[src/rtl/ser_pkg.sv]
package ser_pkg;

    localparam int unsigned SER_WORD_W = 10;
    localparam int unsigned SER_LFSR_W = 7;
    localparam int unsigned SER_TAP_HI = 6;
    localparam int unsigned SER_TAP_LO = 5;

    typedef enum logic {
        IF_WIDE   = 1'b0,
        IF_NARROW = 1'b1
    } if_mode_e;

    function automatic int unsigned half_of(input int unsigned w);
        return w / 2;
    endfunction

endpackage

[src/rtl/ser_word_timer.sv]
module ser_word_timer #(
    parameter int unsigned WORD_W = ser_pkg::SER_WORD_W
) (
    input  logic clk,
    input  logic rst,
    output logic rise_en,
    output logic fall_en,
    output logic word_clk
);
    localparam int unsigned CW   = $clog2(WORD_W);
    localparam int unsigned HALF = ser_pkg::half_of(WORD_W);
    localparam logic [CW-1:0] LAST = CW'(WORD_W - 1);
    localparam logic [CW-1:0] MID  = CW'(HALF - 1);
    localparam logic [CW-1:0] HI_N = CW'(HALF);

    logic [CW-1:0] phase;

    always_ff @(posedge clk) begin
        if (rst) begin
            phase <= '0;
        end else if (phase == LAST) begin
            phase <= '0;
        end else begin
            phase <= phase + 1'b1;
        end
    end

    assign rise_en  = (phase == LAST);
    assign fall_en  = (phase == MID);
    assign word_clk = (phase < HI_N);

    // the phase wraps after the last slot
    a_r2_phase_wrap: assert property (@(posedge clk) disable iff (rst)
        rise_en |=> (phase == '0));
    // the phase never leaves its range
    a_r2_phase_range: assert property (@(posedge clk) disable iff (rst)
        phase <= LAST);
    // word_clk rises right after a boundary edge
    a_r2_clk_rise: assert property (@(posedge clk) disable iff (rst)
        rise_en |=> word_clk);
endmodule

[src/rtl/ser_prbs_gen.sv]
module ser_prbs_gen #(
    parameter int unsigned WORD_W = ser_pkg::SER_WORD_W,
    parameter int unsigned LFSR_W = ser_pkg::SER_LFSR_W,
    parameter int unsigned TAP_HI = ser_pkg::SER_TAP_HI,
    parameter int unsigned TAP_LO = ser_pkg::SER_TAP_LO,
    parameter logic [LFSR_W-1:0] SEED = '1
) (
    input  logic              clk,
    input  logic              rst,
    input  logic              adv,
    output logic [WORD_W-1:0] pat_word
);
    logic [LFSR_W-1:0] state;
    logic [LFSR_W-1:0] nxt;

    always_comb begin
        logic [LFSR_W-1:0] s;
        logic              nb;
        s = state;
        pat_word = '0;
        for (int i = 0; i < int'(WORD_W); i++) begin
            nb = s[TAP_HI] ^ s[TAP_LO];
            pat_word[i] = nb;
            s = {s[LFSR_W-2:0], nb};
        end
        nxt = s;
    end

    always_ff @(posedge clk) begin
        if (rst) begin
            state <= SEED;
        end else if (adv) begin
            state <= nxt;
        end
    end

    // a maximal-length register never reaches all zeros
    a_r8_never_zero: assert property (@(posedge clk) disable iff (rst)
        state != '0);
    // the generator holds unless a pattern word is taken
    a_r10_hold: assert property (@(posedge clk) disable iff (rst)
        !adv |=> $stable(state));
endmodule

[src/rtl/ser_front_end.sv]
module ser_front_end #(
    parameter int unsigned WORD_W = ser_pkg::SER_WORD_W
) (
    input  logic              clk,
    input  logic              rst,
    input  logic              rise_en,
    input  logic              fall_en,
    input  ser_pkg::if_mode_e mode,
    input  logic              pat_en,
    input  logic [WORD_W-1:0] tx_data,
    input  logic [WORD_W-1:0] pat_word,
    output logic              pat_take,
    output logic [WORD_W-1:0] word_q
);
    localparam int unsigned HALF = ser_pkg::half_of(WORD_W);

    logic [HALF-1:0]   lo_q;
    logic [HALF-1:0]   hi_q;
    logic [WORD_W-1:0] next_word;
    logic [WORD_W-1:0] par_word;

    // Both half registers run in every mode; only the merge is selected.
    always_ff @(posedge clk) begin
        if (rst) begin
            lo_q <= '0;
            hi_q <= '0;
        end else begin
            if (rise_en) lo_q <= tx_data[HALF-1:0];
            if (fall_en) hi_q <= tx_data[HALF-1:0];
        end
    end

    generate
        if (2 * HALF == WORD_W) begin : g_even
            always_comb begin
                if (mode == ser_pkg::IF_NARROW) par_word = {hi_q, lo_q};
                else                            par_word = tx_data;
            end
        end else begin : g_odd
            always_comb begin
                if (mode == ser_pkg::IF_NARROW) par_word = {1'b0, hi_q, lo_q};
                else                            par_word = tx_data;
            end
        end
    endgenerate

    assign next_word = pat_en ? pat_word : par_word;
    assign pat_take  = rise_en & pat_en;

    always_ff @(posedge clk) begin
        if (rst) begin
            word_q <= '0;
        end else if (rise_en) begin
            word_q <= next_word;
        end
    end

    // the word register moves only at a boundary
    a_r9_word_held: assert property (@(posedge clk) disable iff (rst)
        !rise_en |=> $stable(word_q));
    // a pattern word replaces the parallel input
    a_r8_pattern_wins: assert property (@(posedge clk) disable iff (rst)
        (rise_en && pat_en) |=> (word_q == $past(pat_word)));
    // the half captured at the falling phase lands in the upper bits
    a_r5_upper_half: assert property (@(posedge clk) disable iff (rst)
        (rise_en && !pat_en && mode == ser_pkg::IF_NARROW)
            |=> (word_q[2*HALF-1:HALF] == $past(hi_q)));
endmodule

[src/rtl/ser_shift_out.sv]
module ser_shift_out #(
    parameter int unsigned WORD_W = ser_pkg::SER_WORD_W
) (
    input  logic              clk,
    input  logic              rst,
    input  logic              load,
    input  logic [WORD_W-1:0] word_i,
    output logic              ser_o
);
    logic [WORD_W-1:0] sh;

    always_ff @(posedge clk) begin
        if (rst) begin
            sh <= '0;
        end else if (load) begin
            sh <= word_i;
        end else begin
            sh <= {1'b0, sh[WORD_W-1:1]};
        end
    end

    assign ser_o = sh[0];

    // bit 0 leaves first, right after the load
    a_r3_bit0_first: assert property (@(posedge clk) disable iff (rst)
        load |=> (ser_o == $past(word_i[0])));
    // bit 1 follows bit 0
    a_r3_bit1_next: assert property (@(posedge clk) disable iff (rst)
        load |=> ##1 (ser_o == $past(word_i[1], 2)));
endmodule

[src/rtl/ser_dual_if_tx.sv]
module ser_dual_if_tx #(
    parameter int unsigned WORD_W = ser_pkg::SER_WORD_W,
    parameter int unsigned LFSR_W = ser_pkg::SER_LFSR_W
) (
    input  logic              clk_bit,
    input  logic              rst,
    input  logic              narrow_sel,
    input  logic              pat_en,
    input  logic [WORD_W-1:0] tx_data,
    output logic              word_clk,
    output logic              ser_o
);
    logic              rise_en;
    logic              fall_en;
    logic              pat_take;
    logic [WORD_W-1:0] pat_word;
    logic [WORD_W-1:0] word_q;
    ser_pkg::if_mode_e mode;

    assign mode = narrow_sel ? ser_pkg::IF_NARROW : ser_pkg::IF_WIDE;

    ser_word_timer #(.WORD_W(WORD_W)) u_timer (
        .clk      (clk_bit),
        .rst      (rst),
        .rise_en  (rise_en),
        .fall_en  (fall_en),
        .word_clk (word_clk)
    );

    ser_prbs_gen #(.WORD_W(WORD_W), .LFSR_W(LFSR_W)) u_prbs (
        .clk      (clk_bit),
        .rst      (rst),
        .adv      (pat_take),
        .pat_word (pat_word)
    );

    ser_front_end #(.WORD_W(WORD_W)) u_front (
        .clk      (clk_bit),
        .rst      (rst),
        .rise_en  (rise_en),
        .fall_en  (fall_en),
        .mode     (mode),
        .pat_en   (pat_en),
        .tx_data  (tx_data),
        .pat_word (pat_word),
        .pat_take (pat_take),
        .word_q   (word_q)
    );

    ser_shift_out #(.WORD_W(WORD_W)) u_shift (
        .clk    (clk_bit),
        .rst    (rst),
        .load   (rise_en),
        .word_i (word_q),
        .ser_o  (ser_o)
    );

    // a word taken at one boundary starts leaving at the next
    a_r4_load_follows: assert property (@(posedge clk_bit) disable iff (rst)
        rise_en |=> (ser_o == $past(word_q[0])));
endmodule

[config.mk]
export PLATFORM = sky130hd
export DESIGN_NAME = ser_dual_if_tx
export DESIGN_NICKNAME = d
export VERILOG_FILES = /design/src/rtl/ser_pkg.sv /design/src/rtl/ser_word_timer.sv /design/src/rtl/ser_prbs_gen.sv /design/src/rtl/ser_front_end.sv /design/src/rtl/ser_shift_out.sv /design/src/rtl/ser_dual_if_tx.sv
export SDC_FILE = /design/constraint.sdc
export NUM_CORES = 1
export LEC_CHECK = 0
export BUFFER_PORTS_ARGS = -buffer_cell sky130_fd_sc_hd__clkbuf_2
export CORE_ASPECT_RATIO = 1.5
export CORE_MARGIN = 5
export CORE_UTILIZATION = 55
export CTS_BUF_LIST = sky130_fd_sc_hd__clkbuf_8
export CTS_CLUSTER_SIZE = 40
export DETAILED_ROUTE_END_ITERATION = 16
export HOLD_SLACK_MARGIN = 0.05
export PLACE_DENSITY = 0.78
export SYNTH_ARGS = -nofsm -noshare
export SYNTH_HDL_FRONTEND = slang
export SYNTH_SLANG_ARGS = --single-unit
[constraint.sdc]
create_clock -name clk_bit -period 3.35 [get_ports clk_bit]
set_clock_uncertainty 0.15 [all_clocks]
set_input_delay 0 -clock clk_bit [delete_from_list [all_inputs] [get_ports clk_bit]]
set_output_delay 0 -clock clk_bit [all_outputs]
set_load 0.005 [all_outputs]
==> metrics.md, run 1 <==
| Metric | Value |
|---|---|
| Initial Util | 0.574 |
| Slew HR | 0.501 |
| Pin count of the biggest net entering global routing | 44 |
| 1st-pass router iterations | 4 |
| DR vias | 1,399 |
| Worst flop-to-flop path startpoint | u_timer.phase[0]$_SDFF_PP0_ |
| #FFs+latches synth | 41 |
| Sw Ratio | 0.195 |
| Achievable Freq | 0.497 GHz |
| Leak pwr | 0.838 nW |
| Post-synth top area cell | dfxtp_1 |
| N_diodes | 0 |
| Post-Place Cells | 236 |
| Die ar. | 4610 um^2 |
| Wl on met1 | 1510 um |
| Critical setup path kind | flop to flop |
| Total core area | 3190 um^2 |
| PortBufs | 15 |
| Die extent in x | 57.1 um |
| Layout overhead on the synthesized area | 15.4% |
| Pwr per Cell Area | 484 nW/um^2 |
| Crit path launch type | flop |
| Top-area cell type share of the netlist area | 0.448 |
| Vias per inst | 5.53 |
| Tcrit/Tclk final | 0.601 |
| Post-CTS Setup Repair Bufs | 0 |
| Post-detail-place hpwl | 2590 um |
| Final Non-Filler Cells | 253 |
| Met3 routed WL | 143 um |
| Clock latency on the worst-skew pair | 0.29 ns |
| Worst-path clk slew | 0.07 ns |
| Final critical-path required period | 2.01 ns |
| Total gr overflow | 0 |
| Die height | 80.7 um |
| Internal power | 0.822 mW |
| Dpl cell area | 1890 um^2 |
| Hold Path Class | primary input to flop |
| Status | complete, no violations |
| Post_cts resized | 0 |
| Netlist cell types | 29 |
| Post-synthesis cell area | 1830 um^2 |
| Top Layer Used | met4 |
| Final Total Pwr | 1.02 mW |
| Max-Cap Viols | 0 |
| Number of global-route vias before repair | 1,392 |
| Leading post-synthesis cells by cell area | dfxtp_1, mux2i_1, nand2_1 |
| Worst path required time | 3.40 ns |
| Power share of the combinational group | 0.064 |
| Post-DRT Antenna Nets | 0 |
| Root Buffer | clkbuf_8 |
| Cells after Synth | 193 |
| Number of CTS-inserted buffers | 5 |
| I/O pins | 16 |
| # setup viols final | 0 |
| Sink Count | 41 |
| Worst slack, placed | 1.36 ns |
| Crit path DAT | 2.07 ns |
| R2R cell count | 5 |
| Post-layout util | 0.662 |
| Hold EP | u_front.word_q[6]$_SDFFE_PP0N_ |
| First-pass GRT wire length | 6200 um |
| Rows | 25 |
| Max clock buf depth | 2 |
| Psw | 0.200 mW |
| Final hold slack | 0.0740 ns |
| Routability cong. | 0.804 |
| Worst slew pin tran | 0.748 ns |
| Hold_buf cts | 9 |
| Finished Cell Area | 2110 um^2 |
| Most common cell after layout, fill and taps aside | dfxtp_1 |
| Routed WL | 3620 um |
| Clk pwr share | 0.449 |
| Hold Vio Cnt, Final | 0 |
| DR iter-0 viols | 47 |
| # H-tree levels | 2 |
| Setup WS post-layout | 1.34 ns |
| Residual DRC | 0 |
| Avg Inst Size Synth | 9.48 um^2 |
| Worst reg2reg endpoint | u_front.word_q[5]$_SDFFE_PP0N_ |
| Metal2 WL | 1890 um |
| Net count reported at finish | 229 |
| Setup crit end kind | flop |
| Peak supply drop | 467 uV |
| Pins Over Slew Limit | 0 |
| Avg WL per Cell | 14.3 um |
| Hold Path Depth | 3 |
| Sequential-to-total area share from yosys stat | 0.448 |
| Initial antenna violation count | 0 |
| Syn Nets | 210 |
| Commonest non-fill, non-tap cells in the layout | dfxtp_1, nand2_1, a21oi_1, mux2i_1, clkbuf_2 |
| Warning count from the yosys run | 0 |
| CTS tree | done |
| TNS Setup | 0 ns |
| Total GRT Usage | 0.174 |
| Share of layout cells above drive strength 1 | 0.160 |
| RSZ-0062 raised after global routing | false |
| Crit Path Max Fanout | 11 |
| Worst R2R Setup Slack | 1.34 ns |
| Worst Hold Launch | pat_en |
| Seq pwr share | 0.487 |
## worst max-delay path: stages, from the launching register on
cell,delay [ns]
dfxtp_1,0.42
ha_1,0.29
and3b_1,0.40
buf_4,0.24
nand2b_1,0.19
o21ai_0,0.23
## registers in the layout (all words and copies together), names as in the netlist
register / count
u_front.word_q: 10
u_shift.sh: 10
u_prbs.state: 7
u_front.hi_q: 5
u_front.lo_q: 5
u_timer.phase: 4
## metal layers
metal	GRT usage	vias to the layer above
met1	0.195	658
met3	0.0498	6
met5	0	-
li1	-	701
met4	0.102	0
met2	0.291	34
## layout make-up
cell class,count,area [um^2]
Clock inverter,3,65.1
Sequential cell,41,821
Timing Repair Buffer,25,173
Clock buffer,5,68.8
Inverter,3,11.3
Multi-Input combinational cell,136,923
Tap cell,40,50.0
Fill cell,275,1080
## power groups by stage
stage | sequential [mW] | combinational, mW | clock [mW]
floorplan | 0.506 | 0.0429 | 0
global placement | 0.508 | 0.0549 | 0
detailed placement | 0.509 | 0.0565 | 0
CTS | 0.497 | 0.0654 | 0.469
global route | 0.498 | 0.0723 | 0.491
finish | 0.498 | 0.0657 | 0.458
## logic make-up (layout without fill, tap and decap cells)
group | after synthesis | after routing | share of synthesized area
AO/OA/AOI/OAI | 36 | 36 | 0.114
multiplexers | 24 | 24 | 0.137
flip-flops | 41 | 41 | 0.448
buffers and inverters | 16 | 36 | 0.0472
adder cells (fa/ha/maj) | 3 | 3 | 0.0205
AND/OR/NAND/NOR | 62 | 62 | 0.180
XOR/XNOR | 11 | 11 | 0.0526
## Yosys cell counts
| library cell | n |
|---|---|
| clkbuf_1 | 6 |
| a21boi_0 | 1 |
| xor2_1 | 4 |
| nor2_1 | 11 |
| ha_1 | 3 |
| and2b_1 | 1 |
| nand2_1 | 28 |
| nand3b_4 | 1 |
| or4_1 | 1 |
| nor3b_1 | 1 |
| and3b_1 | 2 |
| mux2_2 | 9 |
| xnor2_1 | 7 |
| or3b_1 | 1 |
| a211o_1 | 6 |
| mux2i_1 | 15 |
| nand3b_1 | 11 |
| o21ai_0 | 10 |
| o211ai_1 | 1 |
| buf_4 | 2 |
| inv_1 | 3 |
| nor3_1 | 2 |
| buf_6 | 2 |
| o22ai_1 | 1 |
| dfxtp_1 | 41 |
| buf_2 | 3 |
| a21oi_1 | 17 |
| nand4b_1 | 1 |
| nand2b_1 | 2 |
## worst max-delay path by stage
stage                                     end  cells past startpoint                        start  slack (ns)
6_report       u_front.word_q[5]$_SDFFE_PP0N_                      5  u_timer.phase[0]$_SDFF_PP0_        1.34
5_1_grt        u_front.word_q[0]$_SDFFE_PP0N_                      5  u_timer.phase[0]$_SDFF_PP0_        1.19
4_1_cts        u_front.word_q[5]$_SDFFE_PP0N_                      5  u_timer.phase[0]$_SDFF_PP0_        1.34
3_5_place_dp   u_front.word_q[5]$_SDFFE_PP0N_                      5  u_timer.phase[0]$_SDFF_PP0_        1.36
3_3_place_gp   u_front.word_q[8]$_SDFFE_PP0N_                      5  u_timer.phase[0]$_SDFF_PP0_        1.52
2_1_floorplan    u_prbs.state[5]$_SDFFE_PP1P_                      6  u_timer.phase[1]$_SDFF_PP0_        1.79
No activity file was read; power rests on OpenSTA's default activity.
==> run 2, diff against run 1 <==
Settings changed: PLACE_DENSITY 0.78 to 0.81.
Clock period 3.35 ns to 1.7 ns, I/O delays scaled along.
==> metrics.md, run 2 (synthesized netlist as in run 1, its figures left out) <==
| Metric | Value |
|---|---|
| Commonest non-fill, non-tap cells in the layout | dfxtp_1, nand2_1, a21oi_1, mux2i_1, clkbuf_2 (unchanged) |
| Buf/Inv on CP | 2 (was 1) |
| 1st-pass router iterations | 4 (unchanged) |
| Initial antenna violation count | 0 (unchanged) |
| Net count reported at finish | 234 (was 229) |
| DR vias | 1,426 (was 1,399) |
| Crit path launch type | flop (unchanged) |
| Number of CTS-inserted buffers | 5 (unchanged) |
| Crit path DAT | 1.62 ns (was 2.07 ns) |
| Hold Path Class | primary input to flop (unchanged) |
| RSZ-0062 raised after global routing | false (unchanged) |
| Most common cell after layout, fill and taps aside | dfxtp_1 (unchanged) |
| Metal2 WL | 2030 um (was 1890 um) |
| Total core area | 3190 um^2 (unchanged) |
| Rows | 25 (unchanged) |
| Routability cong. | 0.792 (was 0.804) |
| Worst slew pin tran | 0.359 ns (was 0.748 ns) |
| Worst path required time | 1.73 ns (was 3.40 ns) |
| Layout overhead on the synthesized area | 16.9% (was 15.4%) |
| PortBufs | 15 (unchanged) |
| # H-tree levels | 2 (unchanged) |
| Post-detail-place hpwl | 2760 um (was 2590 um) |
| Vias per inst | 5.53 (about the same) |
| Crit-path leading delay family | flip-flops (was simple AND/OR/NAND/NOR gates) |
| Worst flop-to-flop path startpoint | u_timer.phase[1]$_SDFF_PP0_ (was u_timer.phase[0]$_SDFF_PP0_) |
| Post-DRT Antenna Nets | 0 (unchanged) |
| Slowest stage delay, CP | 0.34 ns (was 0.42 ns) |
| Routed WL | 3830 um (was 3620 um) |
| Max-Cap Viols | 0 (unchanged) |
| N_diodes | 0 (unchanged) |
| Number of global-route vias before repair | 1,400 (was 1,392) |
| Slew HR | 0.760 (was 0.501) |
| Top Registers | u_front.word_q x10, u_shift.sh x10, u_prbs.state x7 (unchanged) |
| Pins Over Slew Limit | 0 (unchanged) |
| CP Cell Sequence | inv_1 -> ha_2 -> nand4b_1 -> buf_6 -> a211o_1 (was ha_1 -> and3b_1 -> buf_4 -> nand2b_1 -> o21ai_0) |
| Critical setup path kind | flop to flop (unchanged) |
| Hold EP | u_front.word_q[8]$_SDFFE_PP0N_ (was u_front.word_q[6]$_SDFFE_PP0N_) |
| Hold Vio Cnt, Final | 0 (unchanged) |
| R2R cell count | 5 (unchanged) |
| Dpl cell area | 1930 um^2 (was 1890 um^2) |
| Total GRT Usage | 0.185 (was 0.174) |
| Initial Util | 0.574 (unchanged) |
| DR iter-0 viols | 44 (was 47) |
| Slowest stage cell on the critical path | dfxtp_2 (was dfxtp_1) |
| TNS Setup | 0 ns (unchanged) |
| Sink Count | 41 (unchanged) |
| Share of layout cells above drive strength 1 | 0.193 (was 0.160) |
| Avg WL per Cell | 14.8 um (was 14.3 um) |
| CTS tree | done (unchanged) |
| Top Layer Used | met4 (unchanged) |
| Die ar. | 4610 um^2 (unchanged) |
| Finished Cell Area | 2140 um^2 (was 2110 um^2) |
| Status | complete, no violations (unchanged) |
| Max clock buf depth | 2 (unchanged) |
| Pin count of the biggest net entering global routing | 25 (was 44) |
| Final critical-path required period | 1.59 ns (was 2.01 ns) |
| # setup viols final | 0 (unchanged) |
| Pwr per Cell Area | 891 nW/um^2 (was 484 nW/um^2) |
| Residual DRC | 0 (unchanged) |
| First-pass GRT wire length | 6520 um (was 6200 um) |
| Total gr overflow | 0 (unchanged) |
| Clock latency on the worst-skew pair | 0.30 ns (was 0.29 ns) |
| Die height | 80.7 um (unchanged) |
| Worst R2R Setup Slack | 0.11 ns (was 1.34 ns) |
| Worst-path clk slew | 0.08 ns (was 0.07 ns) |
| Root Buffer | clkbuf_8 (unchanged) |
| Worst Hold Launch | tx_data[8] (was pat_en) |
| Hold Path Depth | 4 (was 3) |
| Wl on met1 | 1580 um (was 1510 um) |
| Die extent in x | 57.1 um (unchanged) |
| Leak pwr | 0.849 nW (was 0.838 nW) |
| Post-CTS Setup Repair Bufs | 0 (unchanged) |
| Crit Path Max Fanout | 13 (was 11) |
| Setup crit end kind | flop (unchanged) |
| Achievable Freq | 0.629 GHz (was 0.497 GHz) |
| Peak supply drop | 880 uV (was 467 uV) |
| I/O pins | 16 (unchanged) |
| Met3 routed WL | 168 um (was 143 um) |
| Tcrit/Tclk final | 0.934 (was 0.601) |
| Worst reg2reg endpoint | u_prbs.state[4]$_SDFFE_PP1P_ (was u_front.word_q[5]$_SDFFE_PP0N_) |
[run 2: cell count changes in the layout (fill, tap and decap cells not counted), sizes merged]
cell	previous run	this run
buf	1	6
clkinvlp	0	1
bufinv	2	1
[run 2: cell type report]
cell class,count,area [um^2]
multi-input cells,136,926
inverters,3,11.3
repair buffers,30,214
well taps,40,50.0
flip-flops and latches,41,823
fillers,279,1050
clock buffers,5,68.8
clock inverters,3,46.3
[run 2: layer usage]
metal / global-route usage / up-vias
met5: 0 / -
met4: 0.0696 / 0
met3: 0.0434 / 6
met2: 0.332 / 38
met1: 0.210 / 672
li1: - / 710
[run 2: power by group]
group          internal, mW  total, mW  switching, mW
sequential            0.970      0.982         0.0117
clock                 0.439      0.788          0.349
combinational        0.0714      0.135         0.0636
total                  1.48       1.91          0.424
[run 2: timing repair]
action / 4_1_cts / 5_1_grt
hold endpoints to repair: 20 / 0
endpoints found under the setup margin: 0 / 17
hold buffers: 9 / 0
resized for setup: 0 / 4
[run 2: through the flow]
step                total power, mW  hold WS [ns]  setup WS (ns)   util  cells
floorplan                      1.08       -0.0140          0.141      -    193
global placement               1.11         0.101          0.154  0.604    241
detailed placement             1.12         0.110         0.0559  0.604    241
CTS                            1.92        0.0512        0.00936  0.668    258
global route                   1.98        0.0569         0.0300  0.671    258
finish                         1.91        0.0402          0.111  0.671    258
[run 2: worst min-delay path: cells and delay by family]
| kind | cells | cell delay, ns |
|---|---|---|
| buffers and inverters | 1 | 0.08 |
| muxes | 2 | 0.29 |
| AOI/OAI and AO/OA | 1 | 0.07 |
[run 2: worst max path at each step]
stage,startpoint,to,cells past startpoint
final,u_timer.phase[1]$_SDFF_PP0_,u_prbs.state[4]$_SDFFE_PP1P_,5
after global routing,u_timer.phase[1]$_SDFF_PP0_,u_prbs.state[6]$_SDFFE_PP1P_,5
after CTS,u_timer.phase[1]$_SDFF_PP0_,u_prbs.state[4]$_SDFFE_PP1P_,6
after detailed placement,u_timer.phase[1]$_SDFF_PP0_,u_prbs.state[4]$_SDFFE_PP1P_,6
after global placement,u_timer.phase[1]$_SDFF_PP0_,u_prbs.state[1]$_SDFFE_PP1P_,6
after floorplan,u_timer.phase[1]$_SDFF_PP0_,u_prbs.state[6]$_SDFFE_PP1P_,6
